**config.mk**
```make
export PLATFORM = sky130hd
export DESIGN_NAME = sysctl_bank
export DESIGN_NICKNAME = d
export VERILOG_FILES = /design/src/rtl/sysctl_pkg.sv /design/src/rtl/sysctl_decode.sv /design/src/rtl/sysctl_gpio_regs.sv /design/src/rtl/sysctl_strobe.sv /design/src/rtl/sysctl_rdmux.sv /design/src/rtl/sysctl_bank.sv
export SDC_FILE = /design/constraint.sdc
export NUM_CORES = 1
export LEC_CHECK = 0
export ABC_AREA = 1
export CORE_ASPECT_RATIO = 0.6
export CORE_MARGIN = 2
export CORE_UTILIZATION = 40
export CTS_CLUSTER_SIZE = 28
export DETAILED_ROUTE_END_ITERATION = 16
export PLACE_DENSITY = 0.91
export SLEW_MARGIN = 20
export SYNTH_ARGS = -nofsm -noshare
export SYNTH_HDL_FRONTEND = slang
export SYNTH_SLANG_ARGS = --single-unit
```
**constraint.sdc**
```tcl
create_clock -name clk -period 2.71 [get_ports clk]
set_clock_uncertainty 0.2 [all_clocks]
set_input_delay 0.4065 -clock clk [delete_from_list [all_inputs] [get_ports clk]]
set_output_delay 0.4065 -clock clk [all_outputs]
set_load 0.1 [all_outputs]
```
**src/rtl/sysctl_pkg.sv**
```systemverilog
package sysctl_pkg;
  localparam int WORD_W = 32;

  // Register indices (word address)
  localparam int IX_GPIO_IN  = 0;
  localparam int IX_GPIO_OUT = 1;
  localparam int IX_IRQ_EN   = 2;
  localparam int IX_CFG_PORT = 13;
  localparam int IX_CAPS     = 14;
  localparam int IX_SYS_ID   = 15;
  localparam int TMR_BASE    = 4;   // timer k starts at TMR_BASE*(k+1)
  localparam int TMR_WORDS   = 3;

  localparam logic [WORD_W-1:0] CFG_READY   = 32'h0000_0001;
  localparam logic [15:0]       CMD_SHUTDOWN = 16'h000E;

  typedef struct packed {
    logic gpio_out;
    logic irq_en;
    logic cfg_port;
    logic sys_id;
  } wr_hit_t;
endpackage

```
**src/rtl/sysctl_decode.sv**
```systemverilog
module sysctl_decode
  import sysctl_pkg::*;
#(
  parameter int IDX_W      = 6,
  parameter int NUM_TIMERS = 2
) (
  input  logic [IDX_W-1:0]      idx,
  input  logic                  valid,
  input  logic                  write,
  output wr_hit_t               hit,
  output logic [NUM_TIMERS-1:0] tsel,
  output logic [1:0]            tsub
);
  logic wr;
  assign wr = valid && write;

  always_comb begin
    hit.gpio_out = wr && (idx == IDX_W'(IX_GPIO_OUT));
    hit.irq_en   = wr && (idx == IDX_W'(IX_IRQ_EN));
    hit.cfg_port = wr && (idx == IDX_W'(IX_CFG_PORT));
    hit.sys_id   = wr && (idx == IDX_W'(IX_SYS_ID));
  end

  for (genvar k = 0; k < NUM_TIMERS; k++) begin : g_tsel
    localparam int BASE = TMR_BASE * (k + 1);
    assign tsel[k] = valid && (idx >= IDX_W'(BASE)) &&
                     (idx < IDX_W'(BASE + TMR_WORDS));
  end

  // Timer windows are 4-word aligned, so the sub-index is the low index bits
  assign tsub = idx[1:0];
endmodule

```
**src/rtl/sysctl_gpio_regs.sv**
```systemverilog
module sysctl_gpio_regs
  import sysctl_pkg::*;
(
  input  logic              clk,
  input  logic              rst_n,
  input  wr_hit_t           hit,
  input  logic [WORD_W-1:0] wdata,
  output logic [WORD_W-1:0] gpio_out,
  output logic [WORD_W-1:0] irq_en
);
  always_ff @(posedge clk) begin
    if (!rst_n) begin
      gpio_out <= '0;
      irq_en   <= '0;
    end else begin
      if (hit.gpio_out) gpio_out <= wdata;
      if (hit.irq_en)   irq_en   <= wdata;
    end
  end
endmodule

```
**src/rtl/sysctl_strobe.sv**
```systemverilog
module sysctl_strobe
  import sysctl_pkg::*;
(
  input  logic        clk,
  input  logic        rst_n,
  input  wr_hit_t     hit,
  input  logic [15:0] cmd,
  output logic        reset_req,
  output logic        shutdown_req
);
  always_ff @(posedge clk) begin
    if (!rst_n) begin
      reset_req    <= 1'b0;
      shutdown_req <= 1'b0;
    end else begin
      reset_req    <= hit.sys_id;
      shutdown_req <= hit.cfg_port && (cmd == CMD_SHUTDOWN);
    end
  end
endmodule

```
**src/rtl/sysctl_rdmux.sv**
```systemverilog
module sysctl_rdmux
  import sysctl_pkg::*;
#(
  parameter int                IDX_W      = 6,
  parameter int                NUM_TIMERS = 2,
  parameter logic [WORD_W-1:0] STRAP      = 32'h0000_0001,
  parameter logic [WORD_W-1:0] CAPS       = 32'h0000_0000,
  parameter logic [WORD_W-1:0] SYS_ID     = 32'h1001_4D31
) (
  input  logic [IDX_W-1:0]             idx,
  input  logic [NUM_TIMERS-1:0]        tsel,
  input  logic [WORD_W-1:0]            gpio_out,
  input  logic [WORD_W-1:0]            irq_en,
  input  logic [WORD_W*NUM_TIMERS-1:0] tmr_rdata,
  output logic [WORD_W-1:0]            rdata
);
  logic [WORD_W-1:0] local_rd;
  logic [WORD_W-1:0] tmr_rd;

  always_comb begin
    local_rd = '0;
    if      (idx == IDX_W'(IX_GPIO_IN))  local_rd = STRAP;
    else if (idx == IDX_W'(IX_GPIO_OUT)) local_rd = gpio_out;
    else if (idx == IDX_W'(IX_IRQ_EN))   local_rd = irq_en;
    else if (idx == IDX_W'(IX_CFG_PORT)) local_rd = CFG_READY;
    else if (idx == IDX_W'(IX_CAPS))     local_rd = CAPS;
    else if (idx == IDX_W'(IX_SYS_ID))   local_rd = SYS_ID;
  end

  always_comb begin
    tmr_rd = '0;
    for (int k = 0; k < NUM_TIMERS; k++)
      if (tsel[k]) tmr_rd = tmr_rd | tmr_rdata[k*WORD_W +: WORD_W];
  end

  assign rdata = local_rd | tmr_rd;
endmodule

```
**src/rtl/sysctl_bank.sv**
```systemverilog
module sysctl_bank
  import sysctl_pkg::*;
#(
  parameter int                ADDR_W     = 8,
  parameter int                NUM_TIMERS = 2,
  parameter logic [WORD_W-1:0] STRAP      = 32'h0000_0001,
  parameter logic [WORD_W-1:0] CAPS       = 32'h0000_0000,
  parameter logic [WORD_W-1:0] SYS_ID     = 32'h1001_4D31
) (
  input  logic                         clk,
  input  logic                         rst_n,
  input  logic                         bus_valid,
  input  logic                         bus_write,
  input  logic [ADDR_W-1:0]            bus_addr,
  input  logic [WORD_W-1:0]            bus_wdata,
  output logic                         rd_valid,
  output logic [WORD_W-1:0]            rd_data,
  output logic [WORD_W-1:0]            gpio_out,
  output logic [WORD_W-1:0]            gpio_irq_en,
  output logic [NUM_TIMERS-1:0]        tmr_sel,
  output logic                         tmr_write,
  output logic [1:0]                   tmr_sub,
  output logic [WORD_W-1:0]            tmr_wdata,
  input  logic [WORD_W*NUM_TIMERS-1:0] tmr_rdata,
  output logic                         reset_req,
  output logic                         shutdown_req
);
  localparam int IDX_W = ADDR_W - 2;

  logic [IDX_W-1:0]  idx;
  logic [1:0]        unused_byte_lane;
  wr_hit_t           hit;
  logic [WORD_W-1:0] rd_mux;

  assign idx              = bus_addr[ADDR_W-1:2];
  assign unused_byte_lane = bus_addr[1:0];

  sysctl_decode #(.IDX_W(IDX_W), .NUM_TIMERS(NUM_TIMERS)) u_decode (
    .idx(idx), .valid(bus_valid), .write(bus_write),
    .hit(hit), .tsel(tmr_sel), .tsub(tmr_sub)
  );

  sysctl_gpio_regs u_gpio (
    .clk(clk), .rst_n(rst_n), .hit(hit), .wdata(bus_wdata),
    .gpio_out(gpio_out), .irq_en(gpio_irq_en)
  );

  sysctl_strobe u_strobe (
    .clk(clk), .rst_n(rst_n), .hit(hit), .cmd(bus_wdata[15:0]),
    .reset_req(reset_req), .shutdown_req(shutdown_req)
  );

  sysctl_rdmux #(
    .IDX_W(IDX_W), .NUM_TIMERS(NUM_TIMERS),
    .STRAP(STRAP), .CAPS(CAPS), .SYS_ID(SYS_ID)
  ) u_rdmux (
    .idx(idx), .tsel(tmr_sel), .gpio_out(gpio_out), .irq_en(gpio_irq_en),
    .tmr_rdata(tmr_rdata), .rdata(rd_mux)
  );

  assign tmr_write = bus_write;
  assign tmr_wdata = bus_wdata;

  always_ff @(posedge clk) begin
    if (!rst_n) begin
      rd_valid <= 1'b0;
      rd_data  <= '0;
    end else begin
      rd_valid <= bus_valid && !bus_write;
      if (bus_valid && !bus_write) rd_data <= rd_mux;
    end
  end
endmodule

```
Word level (Yosys, flattened, before mapping). Cells that the tools add are included.

Word-level logic and storage cells: 39. Output and inout port bits: 136. Register bits: 99. Bits in latches: 0. ROM bits: 0. RAM bits: 0. Memories: 0.

Bitwise gates (word level): 2. Reductions and logical operators: 13. Multiply operators: 0. Mux-type cells: 8. Add/subtract/negate cells: 0. Order comparisons: 4. Divide/modulo/power cells: 0. Shift operators: 0. Equality and inequality tests: 6.

Operators with widths (number): 32-bit 2-to-1 mux (7); 32-bit OR (2); 29-bit 2-to-1 mux (1); 6-bit by 4-bit == test with 1-bit output (second input constant) (3); 16-bit by 4-bit == test with 1-bit output (second input constant) (1); 1-bit logical AND (11); 6-bit by 1-bit == test with 1-bit output (second input constant) (1); 6-bit by 2-bit == test with 1-bit output (second input constant) (1); 6-bit by 3-bit >= comparator with 1-bit output (second input constant) (1); 6-bit by 4-bit >= comparator with 1-bit output (second input constant) (1); 6-bit logical NOT (1); 6-bit by 3-bit less-than comparator with 1-bit output (second input constant) (1); 6-bit by 4-bit less-than comparator with 1-bit output (second input constant) (1); 1-bit logical NOT (1).

Longest topological paths before layout. Gate-level depths: netlist of run 1.

Word-level depth: 8. Gate-level depth with buffers: 9. Gate-level depth less buffers: 9.

Modules after synthesis. Synthesis of run 1 repeated with hierarchy kept, for this count alone.

Cells, all modules: 891. Area, all modules: 5576.6 µm².

Modules (own cells, without submodules): sysctl_gpio_regs (instances 1, area an instance 2572.5 µm², cells an instance 373); sysctl_bank (instances 1, area an instance 1664.1 µm², cells an instance 244); sysctl_rdmux (instances 1, area an instance 1101.1 µm², cells an instance 227); sysctl_decode (instances 1, area an instance 126.4 µm², cells an instance 27); sysctl_strobe (instances 1, area an instance 112.6 µm², cells an instance 20).

Least setup slack after synthesis of run 1. OpenSTA, ideal clock, no wires.

Kind: input-to-output. Start point: in bus_addr[3]. End point: out tmr_sel[1]. Required time: 2.104 ns. Path slack: 0.420 ns. Arrival time: 1.684 ns. Buffers on the path: 1. Stages on the path: 3. Cell sequence: a21oi_1 > buf_2 > and2_1.

Cells in the longest elaborated chain, start to end: 3. Elaborated cells between the ends (all ways): 4. Classes of those cells: 2 x order compare; 2 x reduce/logical.

RTL lines: from (decl) (line sysctl_bank.sv:14) `input logic [ADDR_W-1:0] bus_addr,`; 6-bit by 4-bit >= comparator with 1-bit output (line sysctl_decode.sv:26) `assign tsel[k] = valid && (idx >= IDX_W'(BASE)) &&`; 1-bit logical AND (line sysctl_decode.sv:26); 1-bit logical AND (*) (line sysctl_decode.sv:26); to (decl) (line sysctl_bank.sv:20) `output logic [NUM_TIMERS-1:0] tmr_sel,`.

Every way passes the cells marked *; elsewhere a longest branch is shown, timed or not.

Worst setup path in the final report of run 1.
Start point: in bus_addr[5]. End point: out tmr_sel[0].

Cells in the longest elaborated chain, start to end: 3. Elaborated cells between the ends (all ways): 4. Classes of those cells: 2 x order compare; 2 x reduce/logical.

RTL lines (line): 6-bit by 3-bit >= comparator with 1-bit output (sysctl_decode.sv:26); 1-bit logical AND (sysctl_decode.sv:26); 1-bit logical AND (*) (sysctl_decode.sv:26).

Marked as above.

==> impl_results.md, run 1 <==
* Run status: complete, no violations
* Final setup violation count at 0
* NetSw at 1.29 mW
* Minimum clock period at 2.42 ns
* Port bufs at 241
* Syn Std Cell Area at slightly above 0.005 sq mm
* Internal at 2.45 mW
* Die ar. at 0.0137 sq mm
* Via density at roughly 5.0
* Unrepaired setup endpoints after global routing: no
* Core area at 0.0123 sq mm
* Min-delay src: u_gpio.irq_en[30]
* Main synth FF type: dfxtp_1
* Share of cells above drive strength 1 at 21.3%
* Buffer count from post-CTS setup fixing at 0
* Worst skew pair latency at 0.34 ns
* Post-Place Cells at 1102
* Max VDD drop at 0.306 mV
* Routed WL per cell at 16.4 microns
* PwrDens at about 490 mW/mm^2
* Max_slew headroom at 55.1%
* GRT Total Usage at 26.0%
* Syn Area/Cell at ~6.7 sq um
* Setup_tns at 0 ns
* Synth Instances at 757
* Initial core utilization at 41.6%
* Asr flop ratio synth at 0%
* CTS sink cnt at 99
* Total wire length at about 18000 microns
* Clk root buf: clkbuf_16
* Req. time, crit path at between 2 and 2.5 ns
* Post-synth EDFFs at 0
* Pleak at 3.35 nW
* Hold buffers post-CTS at 0
* Initial antenna violation count at 0
* Net count after synthesis at slightly below 900
* Total number of vias at 5542
* H-tree depth at 3
* GRT overflow at 0
* Final #Nets at 1056
* Crit path capture type: primary output
* CP Launch Point: bus_addr[5]
* Post-DP HPWL at 14000 microns
* Synth Register Bits at 99
* Die X at between 100 and 150 microns
* Ports at 244
* Area growth syn-to-layout at 51.2%
* Vias in the first global route at 5039
* Num rows at 31
* Comb pwr share at about a quarter
* Fin cells at between 1000 and 1500
* Worst Hold Class: register to register
* Reg power frac at about two fifths
* Netlist cell types at 26
* TritonCTS buffer count at 9
* Hold depth at 2
* RR Startpoint: u_gpio.irq_en[25]
* CTS tree: yes
* Die Y at 91.4 microns
* CTS resizes at 0
* Crit Path Category: input pin to primary output
* Fin crit share at 89.3%
* Remaining DRCs at 0
* Seq. cell area at roughly 0.0020 sq mm
* Worst R2R Path Depth at 4
* Ant diodes at 0
* Drt pass-1 iters at 4
* Slew Limit Fails at 0
* Max cap viols at 0
* Ys Warns at 0
* Slew @ Worst Pin at a little under 0.7 ns
* Worst endpoint data arrival time at 1.81 ns
* Clock buffer depth at 2
* Share of total power in the clock network at 33.6%
* FILL cells at 1110
* Global-route wire length before repair at 27600 microns
* Switching Share at 34.4%
* Routed Antenna Nets at 0
* Startpoint Class: input pin
* RD Place Congestion at 0.875
* 1st-iter DRT viols at 394
* Clk slew on worst S/H paths at approximately 0.08 ns
* Fin. Hold Viols at 0
* Seq/Total Area, Yosys at 38.9%
* Crit-path max FO at 6
* Largest net degree at the start of global routing at 68
* F_max at 413 MHz
* Area of the multi-input gates at 0.00226 sq mm
==> worst max-delay path, stage by stage <==
cell	delay, ns
clkdlybuf4s50_1	0.56
nor2_4	0.29
nand2_1	0.09
nand3_1	0.17
inv_1	0.12
buf_12	0.18
==> cell type report <==
cell class,count,share of cell area (%)
timing repair buffer,259,33.5
multi-input combinational,478,29.3
sequential,99,25.7
inverter,101,4.92
clock buffer,9,2.92
tap,165,2.68
clock inverter,7,0.926
==> path summary, 6_finish.rpt <==
kind / slack [ns] / endpoint
max: 0.29 / tmr_sel[0]
min: 0.27 / u_gpio.irq_en[30]
max reg2reg: 1.51 / rd_data[25]
min reg2reg: 0.27 / u_gpio.irq_en[30]
==> sequential cells by signal (all words and copies together) (netlist names) <==
signal,count
u_gpio.irq_en,32
u_gpio.gpio_out,32
rd_data,32
rd_valid,1
u_strobe.shutdown_req,1
u_strobe.reset_req,1
==> layout by cell type (no fill, tap or decap), types with 4 or more instances in the layout <==
| cell type | count |
|---|---|
| o21ai_0 | 102 |
| dfxtp_1 | 99 |
| nor2_2 | 11 |
| inv_1 | 97 |
| nand3_1 | 35 |
| buf_12 | 30 |
| clkbuf_16 | 9 |
| o21ai_1 | 16 |
| nor2_4 | 6 |
| buf_4 | 124 |
| inv_2 | 4 |
| or2_2 | 6 |
| clkdlybuf4s50_1 | 104 |
| nor2_1 | 119 |
| a21oi_1 | 66 |
| nand2_1 | 91 |
| nand4_1 | 13 |
==> cells in the mapped netlist, types with 2 or more instances <==
library cell	number	area share, %
buf_6	4	0.88
or2_2	6	0.74
clkbuf_1	23	1.7
nand3_4	2	0.69
buf_4	38	5.6
nand4_1	13	1.6
buf_2	13	1.3
nor2_4	5	1.1
nor3_1	2	0.20
o21ai_1	16	1.6
dfxtp_1	99	39
inv_2	4	0.29
inv_1	97	7.1
nand3_1	35	3.4
nor2_1	120	8.8
nor4_1	2	0.25
nand2_1	91	6.7
nor2_2	11	1.4
o21ai_0	102	10
or2_0	2	0.25
a21oi_1	67	6.6
==> cell families (layout without fill, tap and decap cells) <==
group                  count (synthesis)  after routing  share of synthesized area, %
buffers and inverters                180            376                          17.0
AOI/OAI and AO/OA                    185            185                          18.2
DFF                                   99             99                          38.9
and+or+nand+nor                      293            293                          25.9
==> power by group through the flow <==
stage / registers (mW) / clock network [mW] / logic, mW
2_1_floorplan: 1.77 / 0 / 0.396
3_3_place_gp: 1.54 / 0 / 0.969
3_5_place_dp: 1.54 / 0 / 0.978
4_1_cts: 1.50 / 1.29 / 0.980
5_1_grt: 1.51 / 1.35 / 1.02
6_report: 1.50 / 1.26 / 0.980
==> through the flow <==
step / total power [mW] / util (%) / setup WS (ns) / hold WS, ns / instance area (sq um)
after global placement: 2.50 / 60.4 / 0.199 / 0.248 / 7400
after global routing: 3.88 / 62.8 / 0.210 / 0.283 / 7700
after CTS: 3.77 / 62.8 / 0.288 / 0.267 / 7700
after detailed placement: 2.51 / 60.4 / 0.151 / 0.255 / 7400
after floorplan: 2.16 / - / 0.420 / 0.286 / 5090
final: 3.74 / 62.8 / 0.291 / 0.265 / 7700
==> layer usage <==
layer,global-route usage (%),up-vias,wire length (microns)
li1,-,2749,-
met1,37.7,2505,8350
met2,37.7,268,7790
met3,8.94,20,1980
met4,4.17,0,199
met5,0,-,0
(Power assumes the default switching activity.)
==> inputs of run 2 (changes only) <==
- ABC_AREA: 1 -> unset
- PLACE_DENSITY: 0.91 -> 0.93
- REMOVE_ABC_BUFFERS: unset -> 1
- SETUP_SLACK_MARGIN: unset -> 0.3
==> run 2 against run 1 <==
- combinational power fell by 2.3%
- worst setup slack improved by 0.059 ns
- via count is 6.2% lower
- non-clock buffer count is 25 higher
- total power down 2.4%
- register-to-register slack worse by 0.03 ns
- clock power shrank 6%
- synthesized cell count down 23%
- critical path depth decreased by 1
- cell count fell by 14%
- first-iteration DRC count up 1.3%
- fmax increased by 2.5%
- critical path type unchanged
- critical endpoint is now tmr_sel[1]
- highest routed layer unchanged
==> impl_results.md, run 2 <==
* Final setup violation count at 0 (unchanged)
* Largest net degree at the start of global routing at 47 (was 68)
* TritonCTS buffer count at 9 (unchanged)
* Total number of vias at 5198 (was 5542)
* Crit Path Category: input pin to primary output (unchanged)
* Syn Area/Cell at 8.23 sq um (was 6.73 sq um)
* Unrepaired setup endpoints after global routing: no (unchanged)
* Core area at 0.0114 sq mm (was 0.0123 sq mm)
* Routed WL per cell at 18.3 microns (was 16.4 microns)
* GRT overflow at 0 (unchanged)
* Num rows at 30 (was 31)
* Drt pass-1 iters at 5 (was 4)
* Netlist cell types at 37 (was 26)
* Commonest non-fill, non-tap cell in the layout: buf_4 (unchanged)
* H-tree depth at 3 (unchanged)
* Global-route wire length before repair at 27300 microns (was 27600 microns)
* Ports at 244 (unchanged)
* Post-synth EDFFs at 0 (unchanged)
* Synth Register Bits at 99 (unchanged)
* Pleak at 2.95 nW (was 3.35 nW)
* WHS at 0.272 ns (was 0.265 ns)
* Die X at 145 microns (was 150 microns)
* Initial core utilization at 41.7% (was 41.6%)
* Register-to-register path setup slack at 1.48 ns (was 1.51 ns)
* Fin. Hold Viols at 0 (unchanged)
* Synth Instances at 580 (was 757)
* Most frequent cells in the layout: 143 x buf_4, 133 x nand2_1, 99 x clkdlybuf4s50_1, 99 x dfxtp_1, 60 x a21boi_1 (was 124 x buf_4, 119 x nor2_1, 104 x clkdlybuf4s50_1)
* Slew Limit Fails at 0 (unchanged)
* Critical Path Slowest Stage Cell: or3b_4 (was clkdlybuf4s50_1)
* Fin crit share at 87.1% (was 89.3%)
* Synth top area cells: dfxtp_1 42%, nand2_1 10%, a21boi_1 9.4% (was dfxtp_1 39%, o21ai_0 10%, nor2_1 8.8%)
* Post-DP HPWL at 13200 microns (was 14000 microns)
* Initial antenna violation count at 0 (unchanged)
* Largest regs: rd_data x32, u_gpio.gpio_out x32, u_gpio.irq_en x32 (unchanged)
* Post-route cell area at 0.00759 sq mm (was 0.00770 sq mm)
* Max VDD drop at 0.332 mV (was 0.306 mV)
* GRT Total Usage at 26.7% (was 26.0%)
* Worst Hold Class: register to register (unchanged)
* Most frequent cell after synthesis: nand2_1 (was nor2_1)
* Minimum clock period at 2.36 ns (was 2.42 ns)
* Slowest cell delay on critical path at 0.43 ns (was 0.56 ns)
* CTS sink cnt at 99 (unchanged)
* Die ar. at 0.0129 sq mm (was 0.0137 sq mm)
* Area growth syn-to-layout at 59.1% (was 51.2%)
* Vias in the first global route at 5178 (was 5039)
* Ant diodes at 0 (unchanged)
* Slew @ Worst Pin at 0.661 ns (was 0.672 ns)
* Port bufs at 241 (unchanged)
* Via density at 5.43 (was 4.96)
* WP buf/inv at 3 (unchanged)
* Post-synth top area share at 41.5% (was 38.9%)
* DP Area at 0.00730 sq mm (was 0.00740 sq mm)
* F_max at 424 MHz (was 413 MHz)
* Crit-path max FO at 3 (was 6)
* Share of cells above drive strength 1 at 25.8% (was 21.3%)
* PwrDens at 480 mW/mm^2 (was 486 mW/mm^2)
* Clk slew on worst S/H paths at 0.07 ns (was 0.08 ns)
* Syn Std Cell Area at 0.00477 sq mm (was 0.00509 sq mm)
* FILL cells at 921 (was 1110)
* Clk root buf: clkbuf_16 (unchanged)
* Remaining DRCs at 0 (unchanged)
* Worst skew pair latency at 0.34 ns (about the same)
* Main synth FF type: dfxtp_1 (unchanged)
* Most area-hungry cell type in the Yosys netlist: dfxtp_1 (unchanged)
* CTS tree: yes (unchanged)
* Worst endpoint data arrival time at 1.75 ns (was 1.81 ns)
* Crit path capture type: primary output (unchanged)
* Die Y at 88.6 microns (was 91.4 microns)
* Startpoint Class: input pin (unchanged)
* Final core occ at 66.3% (was 62.8%)
* Commonest cells post-synth: 133 x nand2_1, 99 x dfxtp_1, 60 x a21boi_1 (was 120 x nor2_1, 102 x o21ai_0, 99 x dfxtp_1)
* Asr flop ratio synth at 0% (unchanged)
* Total wire length at 17500 microns (was 18300 microns)
* Routed Antenna Nets at 0 (unchanged)
* Ys Warns at 0 (unchanged)
* 1st-iter DRT viols at 399 (was 394)
* Max_slew headroom at 55.9% (was 55.1%)
* Run status: complete, no violations (unchanged)
* Final #Nets at 900 (was 1056)
* CP top delay family: simple AND/OR/NAND/NOR gates (was buffers and inverters)
* RD Place Congestion at 0.896 (was 0.875)
* CP cell instances: dlygate4sd2_1, or3b_4, nor4b_4, buf_4, buf_12 (was clkdlybuf4s50_1, nor2_4, nand2_1, nand3_1, inv_1, buf_12)
* Clock buffer depth at 2 (unchanged)
* Max cap viols at 0 (unchanged)
* Req. time, crit path at 2.10 ns (about the same)
* Seq/Total Area, Yosys at 41.5% (was 38.9%)
-- run 2: changes by cell type in the layout (fill, tap and decap cells not counted), sizes merged, moves of 9 or more --
cell    change
a22oi      +23
nor2      -130
a21boi     +64
a21oi      -34
nand2      +41
a31oi       +9
nand4      -14
a221oi     +31
o21ai      -77
nand3      -33
inv        -94
nor3       +11
buf        +25
-- run 2: layout make-up --
class	instances	area (sq um)	share of cell area, %
repair buffers	284	2840	37.4
multi-input cells	389	2270	29.9
flip-flops and latches	99	1980	26.1
clock buffers	11	233	3.06
well taps	160	200	2.64
clock inverters	5	38.8	0.511
inverters	9	33.8	0.445
-- run 2: logic make-up (layout without fill, tap and decap cells) --
logic type	after synthesis	count (layout)	share of synthesized area, %
and+or+nand+nor	186	186	17.9
AOI/OAI and AO/OA	203	203	29.0
buffers and inverters	92	309	11.5
DFF	99	99	41.5
-- run 2: what timing repair did --
item,4_1_cts,5_1_grt
setup endpoints to repair,2,1
hold buffers,0,0
setup buffers,3,0
resized for setup,7,1
pin swaps,3,1
-- run 2: final timing paths --
check,start,endpoint,cells past startpoint
max,bus_addr[6],tmr_sel[1],5
min,u_gpio.irq_en[11],u_gpio.irq_en[11],2
max reg2reg,u_gpio.gpio_out[16],rd_data[16],4
min reg2reg,u_gpio.irq_en[11],u_gpio.irq_en[11],2
-- run 2: layer usage --
layer | routed length, microns | track usage, %
met1 | 7270 | 33.4
met2 | 8070 | 45.0
met3 | 1880 | 9.28
met4 | 272 | 7.20
met5 | 0 | 0
-- run 2: per-stage QoR --
step	total power, mW	TNS (ns)	instances	setup slack (ns)
floorplan	1.85	-24.42	497	-0.727
global placement	2.48	0	938	0.0624
finish	3.65	0	957	0.350
CTS	3.68	0	957	0.331
detailed placement	2.49	0	938	0.00158
global route	3.78	0	957	0.313
-- run 2: worst register-to-register path, cell delays in order, from the launching register on --
cell     delay (ns)
dfxtp_1        0.38
inv_1          0.06
nor3_1         0.18
o21ai_0        0.11
a31oi_1        0.23
-- run 2: report_power, final --
group / internal (mW) / total, mW / leakage, nW / switching [mW]
Sequential: 1.48 / 1.50 / 0.803 / 0.0160
Clock: 0.629 / 1.19 / 0.130 / 0.561
Combinational: 0.335 / 0.957 / 2.02 / 0.622
Total: 2.45 / 3.65 / 2.95 / 1.20
